--- config.mk ---
export PLATFORM = sky130hd
export DESIGN_NAME = stream_switch
export DESIGN_NICKNAME = d
export VERILOG_FILES = /design/src/rtl/sw_pkg.sv /design/src/rtl/sw_dest_decode.sv /design/src/rtl/sw_out_arbiter.sv /design/src/rtl/stream_switch.sv
export SDC_FILE = /design/constraint.sdc
export NUM_CORES = 1
export LEC_CHECK = 0
export ABC_CLOCK_PERIOD_IN_PS = 3500
export CORE_ASPECT_RATIO = 1.25
export CORE_MARGIN = 3
export CORE_UTILIZATION = 35
export CTS_CLUSTER_DIAMETER = 40
export CTS_CLUSTER_SIZE = 8
export DETAILED_ROUTE_END_ITERATION = 10
export DONT_BUFFER_PORTS = 1
export SETUP_SLACK_MARGIN = 0.1
export SLEW_MARGIN = 20
export SYNTH_ARGS = -nofsm -noshare
export SYNTH_HDL_FRONTEND = slang
export SYNTH_SLANG_ARGS = --single-unit
export TNS_END_PERCENT = 50
--- constraint.sdc ---
create_clock -name clk -period 3.5 [get_ports clk]
set_input_delay 0.35 -clock clk [delete_from_list [all_inputs] [get_ports clk]]
set_output_delay 0.35 -clock clk [all_outputs]
set_load 0.1 [all_outputs]
--- src/rtl/sw_pkg.sv ---
package sw_pkg;

    localparam int MAX_PORTS  = 16;
    localparam int PORT_IDX_W = 4;

    typedef struct packed {
        logic                  hit;
        logic [PORT_IDX_W-1:0] idx;
    } pick_t;

    function automatic int idx_w(int n);
        return (n > 1) ? $clog2(n) : 1;
    endfunction

    function automatic int cnt_w(int n);
        return (n > 0) ? $clog2(n + 1) : 1;
    endfunction

    // Search n request bits; with rotate set, begin just above 'recent'.
    function automatic pick_t pick_port(logic [MAX_PORTS-1:0] req,
                                        logic [PORT_IDX_W-1:0] recent,
                                        logic rotate, int n);
        pick_t r;
        int    c;
        r = '0;
        for (int k = 0; k < MAX_PORTS; k++) begin
            c = rotate ? (int'(recent) + 1 + k) % n : k;
            if (k < n && !r.hit && req[c]) begin
                r.hit = 1'b1;
                r.idx = PORT_IDX_W'(c);
            end
        end
        return r;
    endfunction

endpackage

--- src/rtl/sw_dest_decode.sv ---
module sw_dest_decode import sw_pkg::*; #(
    parameter int NUM_OUT = 2,
    parameter int DEST_W  = 4,
    parameter bit USE_REG = 1'b0,
    parameter logic [NUM_OUT*DEST_W-1:0] BASE = '0,
    parameter logic [NUM_OUT*DEST_W-1:0] HIGH = '0,
    parameter int OUT_W = idx_w(NUM_OUT)
) (
    input  logic [DEST_W-1:0]  dest,
    input  logic [OUT_W-1:0]   sel,
    output logic [NUM_OUT-1:0] hit
);

    logic found;

    always_comb begin
        hit   = '0;
        found = 1'b0;
        for (int o = 0; o < NUM_OUT; o++) begin
            if (USE_REG) begin
                hit[o] = (sel == OUT_W'(o));
            end else if (!found &&
                         dest >= BASE[o*DEST_W +: DEST_W] &&
                         dest <= HIGH[o*DEST_W +: DEST_W]) begin
                hit[o] = 1'b1;
                found  = 1'b1;
            end
        end
    end

    logic unused_mode;
    assign unused_mode = USE_REG ? ^dest : ^sel;

endmodule

--- src/rtl/sw_out_arbiter.sv ---
module sw_out_arbiter import sw_pkg::*; #(
    parameter int NUM_IN          = 3,
    parameter int MAX_XFERS       = 4,
    parameter int IDLE_LIMIT      = 3,
    parameter bit RELEASE_ON_LAST = 1'b1,
    parameter bit ROUND_ROBIN     = 1'b1,
    parameter int IN_W            = idx_w(NUM_IN)
) (
    input  logic              clk,
    input  logic              rst,
    input  logic              clk_en,
    input  logic [NUM_IN-1:0] req,
    input  logic              xfer,
    input  logic              beat_last,
    output logic              busy,
    output logic [IN_W-1:0]   owner
);

    localparam int XW = cnt_w(MAX_XFERS);
    localparam int IW = cnt_w(IDLE_LIMIT);

    logic [IN_W-1:0] recent;
    logic [XW-1:0]   xcnt;
    logic [IW-1:0]   icnt;
    pick_t           pk;
    logic            rel_cnt, rel_last, rel_idle;

    always_comb begin
        pk       = pick_port(MAX_PORTS'(req), PORT_IDX_W'(recent), ROUND_ROBIN, NUM_IN);
        rel_cnt  = (MAX_XFERS > 0) && (int'(xcnt) + 1 >= MAX_XFERS);
        rel_last = RELEASE_ON_LAST && beat_last;
        rel_idle = (IDLE_LIMIT > 0) && (int'(icnt) + 1 >= IDLE_LIMIT);
    end

    always_ff @(posedge clk) begin
        if (rst) begin
            busy   <= 1'b0;
            owner  <= '0;
            recent <= '0;
            xcnt   <= '0;
            icnt   <= '0;
        end else if (clk_en) begin
            if (!busy) begin
                if (pk.hit) begin
                    busy   <= 1'b1;
                    owner  <= pk.idx[IN_W-1:0];
                    recent <= pk.idx[IN_W-1:0];
                    xcnt   <= '0;
                    icnt   <= '0;
                end
            end else if (xfer) begin
                if (rel_cnt || rel_last) busy <= 1'b0;
                xcnt <= xcnt + 1'b1;
                icnt <= '0;
            end else if (!req[owner]) begin
                if (rel_idle) busy <= 1'b0;
                icnt <= icnt + 1'b1;
            end else begin
                icnt <= '0;
            end
        end
    end

    logic unused_pick;
    assign unused_pick = ^pk;

endmodule

--- src/rtl/stream_switch.sv ---
module stream_switch import sw_pkg::*; #(
    parameter int NUM_IN          = 3,
    parameter int NUM_OUT         = 2,
    parameter int DATA_W          = 8,
    parameter int DEST_W          = 4,
    parameter bit USE_REG_ROUTE   = 1'b0,
    parameter bit ROUND_ROBIN     = 1'b1,
    parameter int MAX_XFERS       = 4,
    parameter int IDLE_LIMIT      = 3,
    parameter bit RELEASE_ON_LAST = 1'b1,
    parameter logic [NUM_OUT*DEST_W-1:0] DEST_BASE = {4'd4, 4'd0},
    parameter logic [NUM_OUT*DEST_W-1:0] DEST_HIGH = {4'd7, 4'd3}
) (
    input  logic                        clk,
    input  logic                        rst,
    input  logic                        clk_en,
    input  logic [NUM_IN-1:0]           s_valid,
    output logic [NUM_IN-1:0]           s_ready,
    input  logic [NUM_IN*DATA_W-1:0]    s_data,
    input  logic [NUM_IN-1:0]           s_last,
    input  logic [NUM_IN*DEST_W-1:0]    s_dest,
    output logic [NUM_OUT-1:0]          m_valid,
    input  logic [NUM_OUT-1:0]          m_ready,
    output logic [NUM_OUT*DATA_W-1:0]   m_data,
    output logic [NUM_OUT-1:0]          m_last,
    output logic [NUM_OUT*DEST_W-1:0]   m_dest,
    input  logic                        cfg_we,
    input  logic [idx_w(NUM_IN)-1:0]    cfg_in,
    input  logic [idx_w(NUM_OUT)-1:0]   cfg_out
);

    localparam int IN_W  = idx_w(NUM_IN);
    localparam int OUT_W = idx_w(NUM_OUT);

    logic [OUT_W-1:0]   route_tbl [NUM_IN];
    logic [NUM_OUT-1:0] hit       [NUM_IN];
    logic [IN_W-1:0]    owner     [NUM_OUT];
    logic [NUM_OUT-1:0] busy;
    logic [NUM_OUT-1:0] xfer;
    logic [NUM_IN-1:0]  ready_raw;

    // Routing table: written through the simple config port.
    always_ff @(posedge clk) begin
        if (rst) begin
            for (int i = 0; i < NUM_IN; i++) route_tbl[i] <= OUT_W'(i % NUM_OUT);
        end else if (cfg_we && int'(cfg_in) < NUM_IN) begin
            route_tbl[cfg_in] <= cfg_out;
        end
    end

    for (genvar gi = 0; gi < NUM_IN; gi++) begin : g_in
        sw_dest_decode #(
            .NUM_OUT (NUM_OUT),
            .DEST_W  (DEST_W),
            .USE_REG (USE_REG_ROUTE),
            .BASE    (DEST_BASE),
            .HIGH    (DEST_HIGH),
            .OUT_W   (OUT_W)
        ) u_dec (
            .dest (s_dest[gi*DEST_W +: DEST_W]),
            .sel  (route_tbl[gi]),
            .hit  (hit[gi])
        );
    end

    for (genvar go = 0; go < NUM_OUT; go++) begin : g_out
        logic [NUM_IN-1:0] req;

        always_comb begin
            for (int i = 0; i < NUM_IN; i++) req[i] = s_valid[i] & hit[i][go];
        end

        sw_out_arbiter #(
            .NUM_IN          (NUM_IN),
            .MAX_XFERS       (MAX_XFERS),
            .IDLE_LIMIT      (IDLE_LIMIT),
            .RELEASE_ON_LAST (RELEASE_ON_LAST),
            .ROUND_ROBIN     (ROUND_ROBIN),
            .IN_W            (IN_W)
        ) u_arb (
            .clk       (clk),
            .rst       (rst),
            .clk_en    (clk_en),
            .req       (req),
            .xfer      (xfer[go]),
            .beat_last (s_last[owner[go]]),
            .busy      (busy[go]),
            .owner     (owner[go])
        );

        assign m_valid[go] = clk_en & busy[go] & req[owner[go]];
        assign xfer[go]    = m_valid[go] & m_ready[go];
        assign m_data[go*DATA_W +: DATA_W] = s_data[owner[go]*DATA_W +: DATA_W];
        assign m_dest[go*DEST_W +: DEST_W] = s_dest[owner[go]*DEST_W +: DEST_W];
        assign m_last[go]  = s_last[owner[go]];
    end

    // Ready: unroutable beats are swallowed; routed beats follow the sink.
    always_comb begin
        for (int i = 0; i < NUM_IN; i++) begin
            ready_raw[i] = ~|hit[i];
            for (int o = 0; o < NUM_OUT; o++) begin
                if (busy[o] && owner[o] == IN_W'(i) && hit[i][o] && m_ready[o])
                    ready_raw[i] = 1'b1;
            end
        end
    end

    assign s_ready = {NUM_IN{clk_en}} & ready_raw;

endmodule

==> insert_results.sql, run 1 <==
INSERT INTO impl_metrics (metric_group, metric, value, unit) VALUES
('status', 'status', 'finished clean', ''),
('critical_path', 'timing.critical_path.required', '3690', 'ps'),
('clock_network', 'clkTransAtPathRegs', '70', 'ps'),
('yosys', 'synth.area.mux_share', '10.9', '%'),
('yosys', 'number_of_distinct_library_cell_variants_in_the_gate_level_netlist_after_synthesis', '66', ''),
('yosys', 'synth.yosys.warnings', '0', ''),
('sta', 'tightestPinTransition', '1120', 'ps'),
('clock_network', 'numClockSinks', '16', ''),
('finish', 'antenna_cells', '0', ''),
('yosys', 'synth.top_cells.by_count', 'nand2_1, o21ai_0, ha_1, mux2i_1, nor2_1', ''),
('drt', 'vias_per_cell', '5.64', ''),
('drt', 'wirelength', '7170', 'um'),
('sta', 'final.setup.worst_slack', '251', 'ps'),
('drt', 'dr.first_iter.drc_count', '100', ''),
('yosys', 'synth_largest_area_cell', 'ha_1', ''),
('job', 'max_cap_viol_count', '0', ''),
('yosys', 'synth-adder-area-share', '13.1', '%'),
('yosys', 'top_area_cell_type_share_of_the_netlist_area', '13.1', '%'),
('sta', 'finalCritPeriodShare', '92.8', '%'),
('power', 'power', '0.00265', 'W'),
('clock_network', 'post_cts_resize_count', '0', ''),
('clock_network', 'clock-root-buffer', 'clkbuf_8', ''),
('clock_network', 'tritoncts', 'built', ''),
('worst_hold_path', 'timing.hold.worst.class', 'primary input to flop', ''),
('yosys', 'synth_most_common_cell', 'nand2_1', ''),
('yosys', 'async_reset_ff_share', '0', '%'),
('clock_network', 'clk_path_buf_depth', '2', ''),
('power', 'highest_ir_drop_seen_on_vdd', '484', 'uV'),
('yosys', 'ys_seq_area_share', '11.9', '%'),
('clock_network', 'clk_latency', '250', 'ps'),
('power', 'power_density', '881', 'mW/mm2'),
('sta', 'grt_setup_unrepaired', 'yes', ''),
('yosys', 'complex_gate_fraction_of_the_synthesized_area', '24.7', '%'),
('critical_path', 'ff2ff_setup_slack', '250', 'ps'),
('drt', 'route.antenna.remaining_nets', '0', ''),
('yosys', 'synth_simple_gate_area_share', '28.2', '%'),
('critical_path', 'crit_top_cell', 'ha_1', ''),
('critical_path', 'critical-path-top-delay-family', 'compound AO/OA/AOI/OAI gates', ''),
('global_routing', 'grt_pass1_wl', '12000', 'um'),
('critical_path', 'cp_slowest_stage_delay', '540', 'ps'),
('sta', 'final_period_minus_worst_setup_slack', '3250', 'ps'),
('global_routing', 'antenna_found_initial', '0', ''),
('critical_path', 'timing.critical_path.cells', 'ha_1, inv_1, ha_1, and2_1, ha_1, a21oi_1, o31ai_2, a31oi_2, o31ai_1, nand3_1, a31oi_1', ''),
('floorplan', 'floorplan.io_pins', '82', ''),
('floorplan', 'dieArea', '0.00875', 'mm2'),
('placement', 'hpwl', '5630', 'um'),
('floorplan', 'fp.coreArea', '0.00740', 'mm2'),
('critical_path', 'critical_path.n_buffers_inverters', '1', ''),
('finish', 'layout.cells.non_filler', '448', ''),
('yosys', 'synth_area', '0.00268', 'mm2'),
('drt', 'remaining_drc_errors', '0', ''),
('finish', 'nNetsFinal', '436', ''),
('critical_path', 'timing.critical_path.arrival', '3430', 'ps'),
('yosys', 'synth_top_family_by_area', 'simple AND/OR/NAND/NOR gates', ''),
('yosys', 'synth_area_leaders', 'ha_1, dfxtp_1, mux2i_1, o21ai_0, nand2_1', ''),
('placement', 'place.detailed.instances', '443', ''),
('global_routing', 'first_global_vias', '2426', ''),
('sta', 'final-max-slew-violation-count', '0', ''),
('sta', 'finClkSkew', '5.27', 'ps'),
('critical_path', 'type_of_element_launching_the_critical_path', 'flop', ''),
('yosys', 'syn_area_per_cell', '7.75', 'um2'),
('clock_network', 'cts.hold.buffers_added', '0', ''),
('yosys', 'synth_xor_xnor_area_share', '1.31', '%'),
('floorplan', 'row_count', '35', ''),
('clock_network', 'ctsHtreeMaxLevel', '1', ''),
('global_routing', 'grt-ovfl-total', '0', ''),
('yosys', 'synth.net_count', '425', ''),
('critical_path', 'worst_setup_path_end_kind', 'flop', ''),
('critical_path', 'critical_path.slowest_cell', 'dfxtp_1', ''),
('critical_path', 'crit_type', 'flop to flop', ''),
('drt', 'num_vias', '2528', '');
-- power breakdown --
group	leakage (nW)	switching [W]	internal [W]
logic	0.983	0.00163	0.000588
clock network	0.0288	0.0000680	0.0000999
registers	0.130	0.0000573	0.000211
total	1.14	0.00176	0.000898
-- flip-flops by register name, summed over array words and instances (netlist names) --
name and cells:
g_out.u_arb.xcnt 6, g_out.u_arb.busy 2, g_out.u_arb.icnt 4, g_out.u_arb.recent 4
-- layout by cell type (no fill, tap or decap), types with 7 or more instances in the layout --
cell type  instances
dfxtp_1           16
nor2_1            23
mux2i_1           28
nor2b_1            7
inv_1             19
o21ai_2           25
nor3_1             8
nand3b_1           9
nand3_1            9
ha_1              28
o21ai_0           11
buf_4             30
a21oi_1           17
nand2_1           37
-- cell families (layout without fill, tap and decap cells) --
logic type | count (synthesis) | in the layout
xor+xnor | 4 | 4
mux | 29 | 29
compound gates | 92 | 92
fa+ha+maj | 28 | 28
buf+inv | 44 | 54
flops | 16 | 16
simple gates | 133 | 133
-- metrics by stage --
step / util [%] / hold WS [ps]
after global routing: 40.7 / 149
after floorplan: - / 460
after detailed placement: 39.9 / 420
after CTS: 40.6 / 152
final: 40.7 / 152
after global placement: 39.9 / 418
-- layer usage --
| layer | vias to the layer above | part of all wire (%) | GRT usage (%) |
|---|---|---|---|
| met3 | 6 | 5.0 | 3.72 |
| met1 | 1207 | 39 | 17.9 |
| met5 | - | 0 | 0 |
| met2 | 44 | 55 | 31.4 |
| li1 | 1271 | - | - |
| met4 | 0 | 0.91 | 2.53 |
-- worst paths after layout --
| path | from | end | cells after the start |
|---|---|---|---|
| worst max-delay path | g_out[0].u_arb.recent[1] | g_out[0].u_arb.xcnt[2] | 11 |
| worst min-delay path | rst | g_out[0].u_arb.recent[0] | 1 |
| worst max register to register | g_out[0].u_arb.recent[1] | g_out[0].u_arb.xcnt[2] | 11 |
| worst min register to register | g_out[1].u_arb.xcnt[1] | g_out[1].u_arb.xcnt[1] | 2 |
-- area by class of cell --
type / count / area (um2)
multi-input cells: 286 / 2210
well taps: 92 / 115
clock buffers: 4 / 55.1
inverters: 19 / 71.3
fillers: 737 / 4390
flip-flops and latches: 16 / 320
repair buffers: 31 / 245
Note: power is estimated with default switching activity, not from simulation.
==> inputs of run 2 (changes only) <==
Settings changed: CORE_UTILIZATION 35 to 66, PLACE_DENSITY set to 0.82.
==> run 2 against run 1 <==
Register-to-register slack better by 120 ps. Critical path type unchanged. Largest cell class unchanged. Sequential share of layout area up 0.56 points. Global-route usage increased by 11 points. Core utilization is 34 points higher. Non-clock buffer count decreased by 14. Final cell count decreased by 12%. Clock skew grew 2.4 ps. Critical endpoint is now g_out[1].u_arb.recent[0].
==> insert_results.sql, run 2 (synthesis results as in run 1) <==
INSERT INTO impl_metrics (metric_group, metric, value, unit) VALUES
('status', 'status', 'finished clean', ''),
('sta', 'number_of_endpoints_with_negative_hold_slack_in_the_final_report', '0', ''),
('worst_hold_path', 'timing.hold.worst.class', 'primary input to flop', ''),
('critical_path', 'critical_path.n_buffers_inverters', '1', ''),
('finish', 'largest_reg_flops', '6', ''),
('clock_network', 'number_of_buffers_inserted_during_clock_tree_synthesis', '3', ''),
('clock_network', 'numClockSinks', '16', ''),
('finish', 'fin_area', '0.00286', 'mm2'),
('clock_network', 'clock-root-buffer', 'clkbuf_8', ''),
('sta', 'tightestPinTransition', '1140', 'ps'),
('global_routing', 'grt_util_all_layers', '27.6', '%'),
('drt', 'remaining_drc_errors', '0', ''),
('clock_network', 'post_cts_buffers', '0', ''),
('critical_path', 'type_of_element_launching_the_critical_path', 'flop', ''),
('global_routing', 'grt_pass1_wl', '11200', 'um'),
('finish', 'top_regs', 'g_out.u_arb.xcnt x6, g_out.u_arb.icnt x4, g_out.u_arb.recent x4', ''),
('finish', 'area_used_by_multi_input_combinational_logic', '0.00221', 'mm2'),
('floorplan', 'fp.coreArea', '0.00385', 'mm2'),
('power', 'power_density', '893', 'mW/mm2'),
('critical_path', 'timing.critical_path.cells', 'inv_1, ha_2, nand3b_4, and2_1, ha_1, a21oi_1, o31ai_2, a31oi_2, o311ai_4, a311oi_1, a221oi_1', ''),
('global_routing', 'largest_net_degree_at_the_start_of_global_routing', '19', ''),
('drt', 'dr.pass1.iters', '6', ''),
('floorplan', 'dieArea', '0.00487', 'mm2'),
('floorplan', 'initial_core_util', '69.7', '%'),
('drt', 'dr.first_iter.drc_count', '170', ''),
('global_routing', 'antenna_found_initial', '0', ''),
('critical_path', 'cp_slowest_stage_delay', '480', 'ps'),
('critical_path', 'timing.critical_path.required', '3670', 'ps'),
('sta', 'grt_setup_unrepaired', 'no', ''),
('clock_network', 'clkTransAtPathRegs', '70', 'ps'),
('floorplan', 'floorplan.io_pins', '82', ''),
('sta', 'finClkSkew', '7.68', 'ps'),
('finish', 'seqCellArea', '320', 'um2'),
('sta', 'worst_hold_slack', '145', 'ps'),
('critical_path', 'crit_type', 'flop to flop', ''),
('finish', 'area_growth', '6.77', '%'),
('global_routing', 'first_global_vias', '2527', ''),
('power', 'highest_ir_drop_seen_on_vdd', '1020', 'uV'),
('drt', 'routedWlPerCell', '16.8', 'um'),
('finish', 'layout.cells.non_filler', '396', ''),
('sta', 'final_period_minus_worst_setup_slack', '3130', 'ps'),
('placement', 'hpwl', '5190', 'um'),
('finish', 'commonest_cells_after_routing_fill_and_taps_aside', 'nand2_1, mux2i_1, ha_1, o21ai_2, nor2_1', ''),
('critical_path', 'timing.critical_path.arrival', '3300', 'ps'),
('finish', 'max_flop_register', 'g_out.u_arb.xcnt', ''),
('critical_path', 'worstPathMaxFanout', '11', ''),
('finish', 'nNetsFinal', '422', ''),
('placement', 'place.detailed.instances', '392', ''),
('sta', 'finalCritPeriodShare', '89.5', '%'),
('finish', 'antenna_cells', '0', ''),
('placement', 'gp_congestion', '0.940', ''),
('placement', 'placedInstanceArea', '0.00281', 'mm2'),
('finish', 'most_common_cell_after_layout_fill_and_taps_aside', 'nand2_1', ''),
('power', 'power.leakage', '1.07', 'nW'),
('critical_path', 'critical-path-top-delay-family', 'compound AO/OA/AOI/OAI gates', ''),
('clock_network', 'clk_path_buf_depth', '2', ''),
('finish', 'drive_above_1_share', '24.3', '%'),
('clock_network', 'ctsHtreeMaxLevel', '1', ''),
('clock_network', 'tritoncts', 'built', ''),
('drt', 'vias_per_cell', '6.49', ''),
('finish', 'nFillCells', '302', ''),
('critical_path', 'critical_path.slowest_cell', 'ha_2', ''),
('sta', 'final.setup.worst_slack', '369', 'ps'),
('drt', 'num_vias', '2571', ''),
('sta', 'max_clock_freq', '319', 'MHz'),
('clock_network', 'clk_latency', '260', 'ps'),
('critical_path', 'worst_setup_path_end_kind', 'flop', ''),
('floorplan', 'die_height', '77.3', 'um'),
('floorplan', 'row_count', '25', ''),
('sta', 'slew_margin_rel', '23.9', '%'),
('sta', 'report.final.setup_viol', '0', ''),
('drt', 'wirelength', '6650', 'um'),
('sta', 'fin_tns_setup', '0', 'ps'),
('placement', 'place_ws', '308', 'ps'),
('floorplan', 'floorplan.die.width', '63.0', 'um'),
('drt', 'route.antenna.remaining_nets', '0', ''),
('global_routing', 'grt-ovfl-total', '0', ''),
('placement', 'place.port_buffers', '0', ''),
('job', 'max_cap_viol_count', '0', ''),
('sta', 'final-max-slew-violation-count', '0', '');
## run 2: final cells by class
class	instances	share of cell area, %
Clock buffer	4	1.92
Inverter	19	2.49
Multi-Input combinational cell	286	77.1
Sequential cell	16	11.2
Tap cell	54	2.36
Timing Repair Buffer	17	4.90
## run 2: worst paths after layout
| check | depth (start not counted) | slack [ps] | endpoint | startpoint |
|---|---|---|---|---|
| worst min-delay path | 1 | 150 | g_out[0].u_arb.recent[0] | rst |
| worst min register to register | 2 | 490 | g_out[1].u_arb.xcnt[1] | g_out[1].u_arb.xcnt[1] |
| worst max-delay path | 11 | 370 | g_out[1].u_arb.recent[0] | g_out[1].u_arb.recent[0] |
| worst max register to register | 11 | 370 | g_out[1].u_arb.recent[0] | g_out[1].u_arb.recent[0] |
## run 2: repair_timing
item | in CTS | in global routing
resized for setup | 0 | 1
hold buffers | 0 | 0
endpoints found under the hold margin | 0 | 0
setup endpoints to repair | 0 | 3
## run 2: where the power goes
part	internal [W]	leakage (nW)	switching (W)
clock	0.000100	0.0288	0.0000731
sequential	0.000211	0.130	0.0000523
combinational	0.000511	0.914	0.00161
## run 2: layer usage
layer	vias to the layer above	GRT usage (%)	part of all wire (%)
li1	1254	-	-
met1	1192	31.4	40
met2	100	50.8	51
met3	25	4.10	5.9
met4	0	10.6	2.9
met5	-	0	0
## run 2: stage by stage
step / utilization (%) / total power (W)
floorplan: - / 0.00213
global placement: 72.9 / 0.00234
detailed placement: 72.9 / 0.00237
CTS: 74.3 / 0.00255
global route: 74.4 / 0.00268
finish: 74.4 / 0.00256
